`config.mk`:
```
export PLATFORM = sky130hd
export DESIGN_NAME = msi_share_ctrl
export DESIGN_NICKNAME = d
export VERILOG_FILES = /design/src/rtl/msi_share_pkg.sv /design/src/rtl/msi_share_decode.sv /design/src/rtl/msi_share_bank.sv /design/src/rtl/msi_share_ctrl.sv
export SDC_FILE = /design/constraint.sdc
export NUM_CORES = 1
export LEC_CHECK = 0
export ABC_AREA = 1
export BUFFER_PORTS_ARGS = -buffer_cell sky130_fd_sc_hd__buf_2
export CORE_MARGIN = 8
export CORE_UTILIZATION = 45
export CTS_CLUSTER_DIAMETER = 150
export CTS_CLUSTER_SIZE = 14
export DETAILED_ROUTE_END_ITERATION = 10
export PLACE_DENSITY = 0.69
export SYNTH_ARGS = -nofsm -noshare
export SYNTH_HDL_FRONTEND = slang
export SYNTH_HIERARCHICAL = 1
export SYNTH_SLANG_ARGS = --single-unit
```
`constraint.sdc`:
```
create_clock -name clk -period 2.7 [get_ports clk]
set_clock_uncertainty 0.1 [all_clocks]
set_input_delay 0.54 -clock clk [delete_from_list [all_inputs] [get_ports clk]]
set_output_delay 0.54 -clock clk [all_outputs]
set_load 0.02 [all_outputs]
```
`src/rtl/msi_share_pkg.sv`:
```
package msi_share_pkg;
    localparam int NUM_GRP = 4;
    localparam int SEL_W   = 2;
    localparam int REG_W   = 32;
    localparam int MSG_W   = 8;

    typedef logic [SEL_W-1:0] grp_t;
    typedef logic [REG_W-1:0] vec_t;

    typedef struct packed {
        logic hit;
        grp_t grp;
        vec_t bitvec;
    } set_req_t;

    function automatic int field_width(input bit wide);
        return wide ? 5 : 3;
    endfunction
endpackage

```
`src/rtl/msi_share_decode.sv`:
```
module msi_share_decode
    import msi_share_pkg::*;
#(
    parameter int IBS_W = 5
) (
    input  logic             valid,
    input  logic [MSG_W-1:0] data,
    output set_req_t         req
);
    localparam int NBITS = 1 << IBS_W;

    logic [IBS_W-1:0] ibs;
    logic [4:0]       pos;
    logic             unused_bits;

    assign ibs         = data[SEL_W +: IBS_W];
    assign pos         = 5'(NBITS - 1) - 5'(ibs);
    assign unused_bits = ^data[MSG_W-1:SEL_W+IBS_W];

    always_comb begin
        req        = '0;
        req.hit    = valid;
        req.grp    = data[SEL_W-1:0];
        if (valid) req.bitvec = vec_t'(1) << pos;
    end
endmodule

```
`src/rtl/msi_share_bank.sv`:
```
module msi_share_bank
    import msi_share_pkg::*;
#(
    parameter int NBITS = 32
) (
    input  logic clk,
    input  logic rst,
    input  vec_t set_vec,
    input  logic rd_hit,
    output vec_t pend,
    output logic irq
);
    vec_t keep;

    assign keep = rd_hit ? '0 : pend;
    assign irq  = |pend;

    always_ff @(posedge clk) begin
        if (rst) pend <= '0;
        else     pend <= keep | set_vec;
    end

    // after a read only the bits set in that same cycle remain
    a_r7_read_clears: assert property (@(posedge clk) disable iff (rst)
        rd_hit |=> pend == $past(set_vec));

    // a set bit stays set
    a_r9_set_sticks: assert property (@(posedge clk) disable iff (rst)
        (set_vec != '0) |=> ((pend & $past(set_vec)) == $past(set_vec)));

    // no read and no write leave the register untouched
    a_r10_idle_hold: assert property (@(posedge clk) disable iff (rst)
        (!rd_hit && set_vec == '0) |=> $stable(pend));

    generate
        if (NBITS < REG_W) begin : g_narrow
            // unimplemented upper bits stay zero
            a_r4_upper_zero: assert property (@(posedge clk) disable iff (rst)
                pend[REG_W-1:NBITS] == '0);
        end
    endgenerate
endmodule

```
`src/rtl/msi_share_ctrl.sv`:
```
module msi_share_ctrl
    import msi_share_pkg::*;
#(
    parameter bit WIDE_SEL = 1'b1
) (
    input  logic        clk,
    input  logic        rst,
    input  logic        msg_valid,
    input  logic [7:0]  msg_data,
    input  logic        rd_en,
    input  logic [1:0]  rd_sel,
    output logic [31:0] rd_data,
    output logic [3:0]  irq_out
);
    localparam int IBS_W = field_width(WIDE_SEL);
    localparam int NBITS = 1 << IBS_W;

    set_req_t req;
    vec_t     pend [NUM_GRP];

    msi_share_decode #(.IBS_W(IBS_W)) u_dec (
        .valid (msg_valid),
        .data  (msg_data),
        .req   (req)
    );

    // one-hot set request
    a_r2_one_bit: assert property (@(posedge clk) disable iff (rst)
        msg_valid |-> $countones(req.bitvec) == 1);

    generate
        for (genvar k = 0; k < NUM_GRP; k++) begin : g_bank
            vec_t set_k;
            logic rd_k;
            assign set_k = (req.hit && req.grp == grp_t'(k)) ? req.bitvec : '0;
            assign rd_k  = rd_en && rd_sel == grp_t'(k);
            msi_share_bank #(.NBITS(NBITS)) u_bank (
                .clk     (clk),
                .rst     (rst),
                .set_vec (set_k),
                .rd_hit  (rd_k),
                .pend    (pend[k]),
                .irq     (irq_out[k])
            );
        end
    endgenerate

    always_ff @(posedge clk) begin
        if (rst)        rd_data <= '0;
        else if (rd_en) rd_data <= pend[rd_sel];
    end

    // output only changes on a read
    a_r11_rd_hold: assert property (@(posedge clk) disable iff (rst)
        !rd_en |=> $stable(rd_data));

    // a write to register k raises its line next cycle
    a_r6_irq_rise: assert property (@(posedge clk) disable iff (rst)
        msg_valid |=> irq_out[$past(msg_data[1:0])]);
endmodule

```
* Word-level counts from Yosys, hierarchy flattened *
Cells that the tools add are included.

storage, ports and cells
  output and inout port bits = 36
  bits of input ports = 14
  bits in registers = 160

operators by class
  bitwise logic cells = 5
  order comparisons = 1
  add/subtract/negate cells = 1
  reductions and logical operators = 14
  eq/ne operators = 6
  shift operators = 1
  mux-type cells = 12

operators with widths
  cell                    count
  $mux W32                11
  $or A32 B32 Y32         4
  $reduce_or A32 Y1       4
  $bmux W32 S2            1
  $shl A1 B5 Y32 const A  1
  $eq A2 B2 Y1 const B    4
  $logic_and A1 B1 Y1     8
  $sub A5 B5 Y5 const A   1
  $eq A2 B1 Y1 const B    2
  $logic_not A2 Y1        2
  $ge A3 B3 Y1 const B    1
  $not A2 Y3              1

* Logic depth before layout (Yosys ltp) *
  depth after elaboration = 5
  gate-level depth with buffers = 8
  depth with buffers taken out = 8

* By module *
Netlist, hierarchy kept.

modules (own cells, without submodules)
  module            times used  cells each  seq. area each (um2)  area each (um2)
  msi_share_bank    4           148         640.6                 1164.9
  msi_share_ctrl    1           540         640.6                 2780.2
  msi_share_decode  1           65          0.0                   290.3

* Worst setup path before layout *
OpenSTA, ideal clock, no wires.

  path kind = input -> register
  start = in rd_sel[0]
  end = reg g_bank[0].u_bank.pend[0]
  path slack = 1.029 ns
  arrival time = 1.454 ns
  setup time = 0.117 ns
  cell stages on the path = 7
  cell sequence = buf_2 buf_2 nor3_1 inv_2 buf_6 a21oi_1 nor2_1

on the way
  cells in the longest elaborated chain, start to end = 4

RTL lines
  item                      RTL line              RTL
  from (decl)               msi_share_ctrl.sv:11  input logic [1:0] rd_sel,
  $logic_not A2 Y1          msi_share_ctrl.sv:36  assign rd_k = rd_en && rd_sel == grp_t'(k);
  $logic_and A1 B1 Y1       msi_share_ctrl.sv:36
  named net g_bank[0].rd_k  msi_share_ctrl.sv:34  logic rd_k;
  $mux W32                  msi_share_bank.sv:15  assign keep = rd_hit ? '0 : pend;
  $or A32 B32 Y32           msi_share_bank.sv:20  else pend <= keep | set_vec;
  to (signal assigned)      msi_share_bank.sv:20
  to (decl)                 msi_share_bank.sv:10  output vec_t pend,

The timed path passes the listed nets, and every way through them passes these cells.
A chain may end at the register's enable or synchronous reset.

* Worst setup path after layout *
  start = reg g_bank[3].u_bank.pend[30]
  end = out irq_out[3]

on the way
  cells in the longest elaborated chain, start to end = 1

RTL lines
  item                    RTL line              RTL
  from (decl)             msi_share_bank.sv:10
  from (signal assigned)  msi_share_bank.sv:20
  $reduce_or A32 Y1       msi_share_bank.sv:16  assign irq = |pend;
  to (decl)               msi_share_ctrl.sv:13  output logic [3:0] irq_out

Every way passes these cells.

==> reports/qor.yml <==
run_status:
  status: "completed"
detailed_routing:
  drt_iter0_markers: 651
  ant_nets: 0
  via_per_inst: 5.230
  drcViolationCount: 0
  dr.pass1.iters: 5
  wl_per_cell_um: 15.27
  vias: 7536
  routed_wl_um: 22010
setup_path:
  cp-start-kind: "flip-flop"
  arrival_ns: 1.60
  crit_path_max_fanout: 3
  timing.rr.end: "rd_data[13]$_SDFFE_PP0P_"
  r2r_cells: 4
  worst_path_max_delay_cell: "dfxtp_1"
  worstPathCellList: "inv_1, nand2_1, nor2_1, nand2_1, nor2_1, nand2_1, buf_2"
  r2r-start: "g_bank[3].u_bank/pend[13]$_SDFF_PP0_"
  worst-path-buf-inv: 2
  crit_top_cell: "nand2_1"
  critPathMaxStageDelay_ns: 0.33
  critPathTopFamily: "simple AND/OR/NAND/NOR gates"
  crit_required_ns: 2.06
  r2r_slack_ns: 1.69
  end_kind: "primary output"
  crit_type: "flip-flop to primary output"
grt:
  antenna_found_initial: 0
  grt_pass1_wl_um: 36340
  grt_pass1_vias: 7039
  grt_usage: 0.2082
  grt_max_degree: 65
  overflow: 0
layout:
  multi_input_area_mm2: 0.003684
  syn_to_final_growth_pct: 10.21
  final_area_mm2: 0.008519
  drive_above_1_share: 0.1012
  nNetsFinal: 1218
  final_common_cell: "nor2_1"
  final_cell_mix: "409 x nor2_1, 160 x dfxtp_1, 144 x nand3_1"
  seqCellArea_mm2: 0.003203
  antenna-diode-count: 0
  fill_cells: 1752
timing:
  setup_tns_ns: 0
  clock.fmax_mhz: 447.3
  rsz0062_at_grt: "no"
  min_period_ns: 2.235
  setup_viol: 0
  post-route-period-util: 0.8279
  hold_violations: 0
  final_max_slew_viol_count: 0
  tightest_slew_ns: 0.8903
  relSlewSlack: 0.4059
floorplanning:
  core_area_mm2: 0.01706
  dieArea_mm2: 0.02163
  num_io_pins: 50
  dieHeight_um: 147.1
  num_rows: 48
  initial_core_util: 0.4532
  die_w_um: 147.1
pwr:
  power_switching_share: 0.2466
  sequentialPowerShare: 0.467
  ir_drop_v: 0.0004084
  p_switching_uw: 1265
  p_per_area_mw_per_mm2: 602.4
  clock_power_share: 0.458
  leakagePower_uw: 0.003454
  cellInternalPower_uw: 3867
  p_comb_frac: 0.075
clock_tree:
  cts-root-buf: "clkbuf_16"
  cts.repair.resized: 0
  ctsHoldBuffers: 0
  cts_buffers: 17
  clk_pin_slew_ns: 0.06
  cts_buffer_depth: 2
  tritoncts: "yes"
  clock_latency_ns: 0.43
  cts.htree.levels: 4
  postCtsSetupBuffers: 0
  clock-sinks: 160
hold_path:
  hp-class: "flip-flop to flip-flop"
  holdPathStages: 2
  worstHoldEndpoint: "rd_data[4]$_SDFFE_PP0P_"
  min_from: "rd_data[4]$_SDFFE_PP0P_"
logic_synthesis:
  synthCells: 1197
  ys.warnings.count: 6
  syn-cell-area_mm2: 0.007730
  seq_area_frac_synth: 0.4144
  ys_seq_elements: 160
  syn_nets: 1211
  avgSynthCellArea_um2: 6.458
  netlist-cell-type-count: 19
placed_design:
  dpl.hpwl_um: 14190
  gp_congestion: 0.9342
  placement.io_buffers: 48
  place_area_mm2: 0.007948
flow_run:
  cap_viol_max_count: 0
==> layout make-up <==
class,instances,share of cell area
clock buffer,20,0.05361
clock inverter,11,0.01351
inverter,111,0.04891
multi-input combinational,850,0.4324
sequential,160,0.3760
tap,225,0.03304
timing repair buffer,64,0.04259
==> power by group through the flow <==
stage | Combinational [uW] | Sequential (uW) | Clock (uW)
after floorplan | 240 | 2480 | 0
after global placement | 378 | 2450 | 0
after detailed placement | 381 | 2450 | 0
after CTS | 382 | 2400 | 2390
after global routing | 417 | 2400 | 2490
final | 384 | 2400 | 2350
==> cells in the mapped netlist, drive strengths merged <==
cell type | instances | area (um^2)
nand4 | 8 | 50.05
and2 | 8 | 50.04
o21ai | 32 | 160.2
clkbuf | 30 | 112.6
nand3 | 144 | 720.7
nor2 | 412 | 1551
buf | 46 | 316.5
inv | 111 | 416.7
a21oi | 128 | 700.7
nor3 | 4 | 20.02
dfxtp | 160 | 3203
nand2 | 114 | 427.9
==> flip-flops by register name, summed over array words and instances (netlist names) <==
register and flops:
g_bank.u_bank/pend 128, rd_data 32
==> cells by family (layout without fill, tap and decap cells) <==
| family | count (synthesis) | after routing | share of synthesized area |
|---|---|---|---|
| flops | 160 | 160 | 0.4144 |
| buf+inv | 187 | 206 | 0.1094 |
| compound gates | 160 | 160 | 0.1114 |
| simple gates | 690 | 690 | 0.3648 |
==> worst max-delay path by stage <==
stage          slack, ns                                   end                                 start  cells past startpoint
2_1_floorplan       1.03   g_bank[0].u_bank/pend[0]$_SDFF_PP0_                             rd_sel[0]                      7
3_3_place_gp        0.41  g_bank[3].u_bank/pend[13]$_SDFF_PP0_                             rd_sel[1]                      7
3_5_place_dp        0.38   g_bank[3].u_bank/pend[5]$_SDFF_PP0_                             rd_sel[1]                      7
4_1_cts             0.44                            irq_out[3]  g_bank[3].u_bank/pend[30]$_SDFF_PP0_                      7
5_1_grt             0.32                            irq_out[1]   g_bank[1].u_bank/pend[9]$_SDFF_PP0_                      7
6_report            0.46                            irq_out[3]  g_bank[3].u_bank/pend[30]$_SDFF_PP0_                      7
==> through the flow <==
| stage | utilization | hold slack, ns | instances | power [uW] | setup slack (ns) |
|---|---|---|---|---|---|
| global placement | 0.4660 | 0.3846 | 1410 | 2829 | 0.4131 |
| detailed placement | 0.4660 | 0.3928 | 1410 | 2833 | 0.3843 |
| floorplan | - | 0.3806 | 1197 | 2720 | 1.029 |
| global route | 0.4995 | 0.4342 | 1441 | 5311 | 0.3151 |
| finish | 0.4995 | 0.4041 | 1441 | 5132 | 0.4646 |
| CTS | 0.4995 | 0.4090 | 1441 | 5167 | 0.4447 |
==> routing by layer <==
layer | share of wire | global-route usage | vias to the layer above
met5 | 0 | 0 | -
met4 | 0.028 | 0.08873 | 0
met3 | 0.058 | 0.03906 | 42
met2 | 0.47 | 0.3388 | 222
met1 | 0.45 | 0.2649 | 3482
li1 | - | - | 3790
==> worst register-to-register path: cells and delay by family (launching register included) <==
family / cells / cell delay, ns
flops: 1 / 0.32
simple gates: 4 / 0.47
No activity file was read; power rests on OpenSTA's default activity.
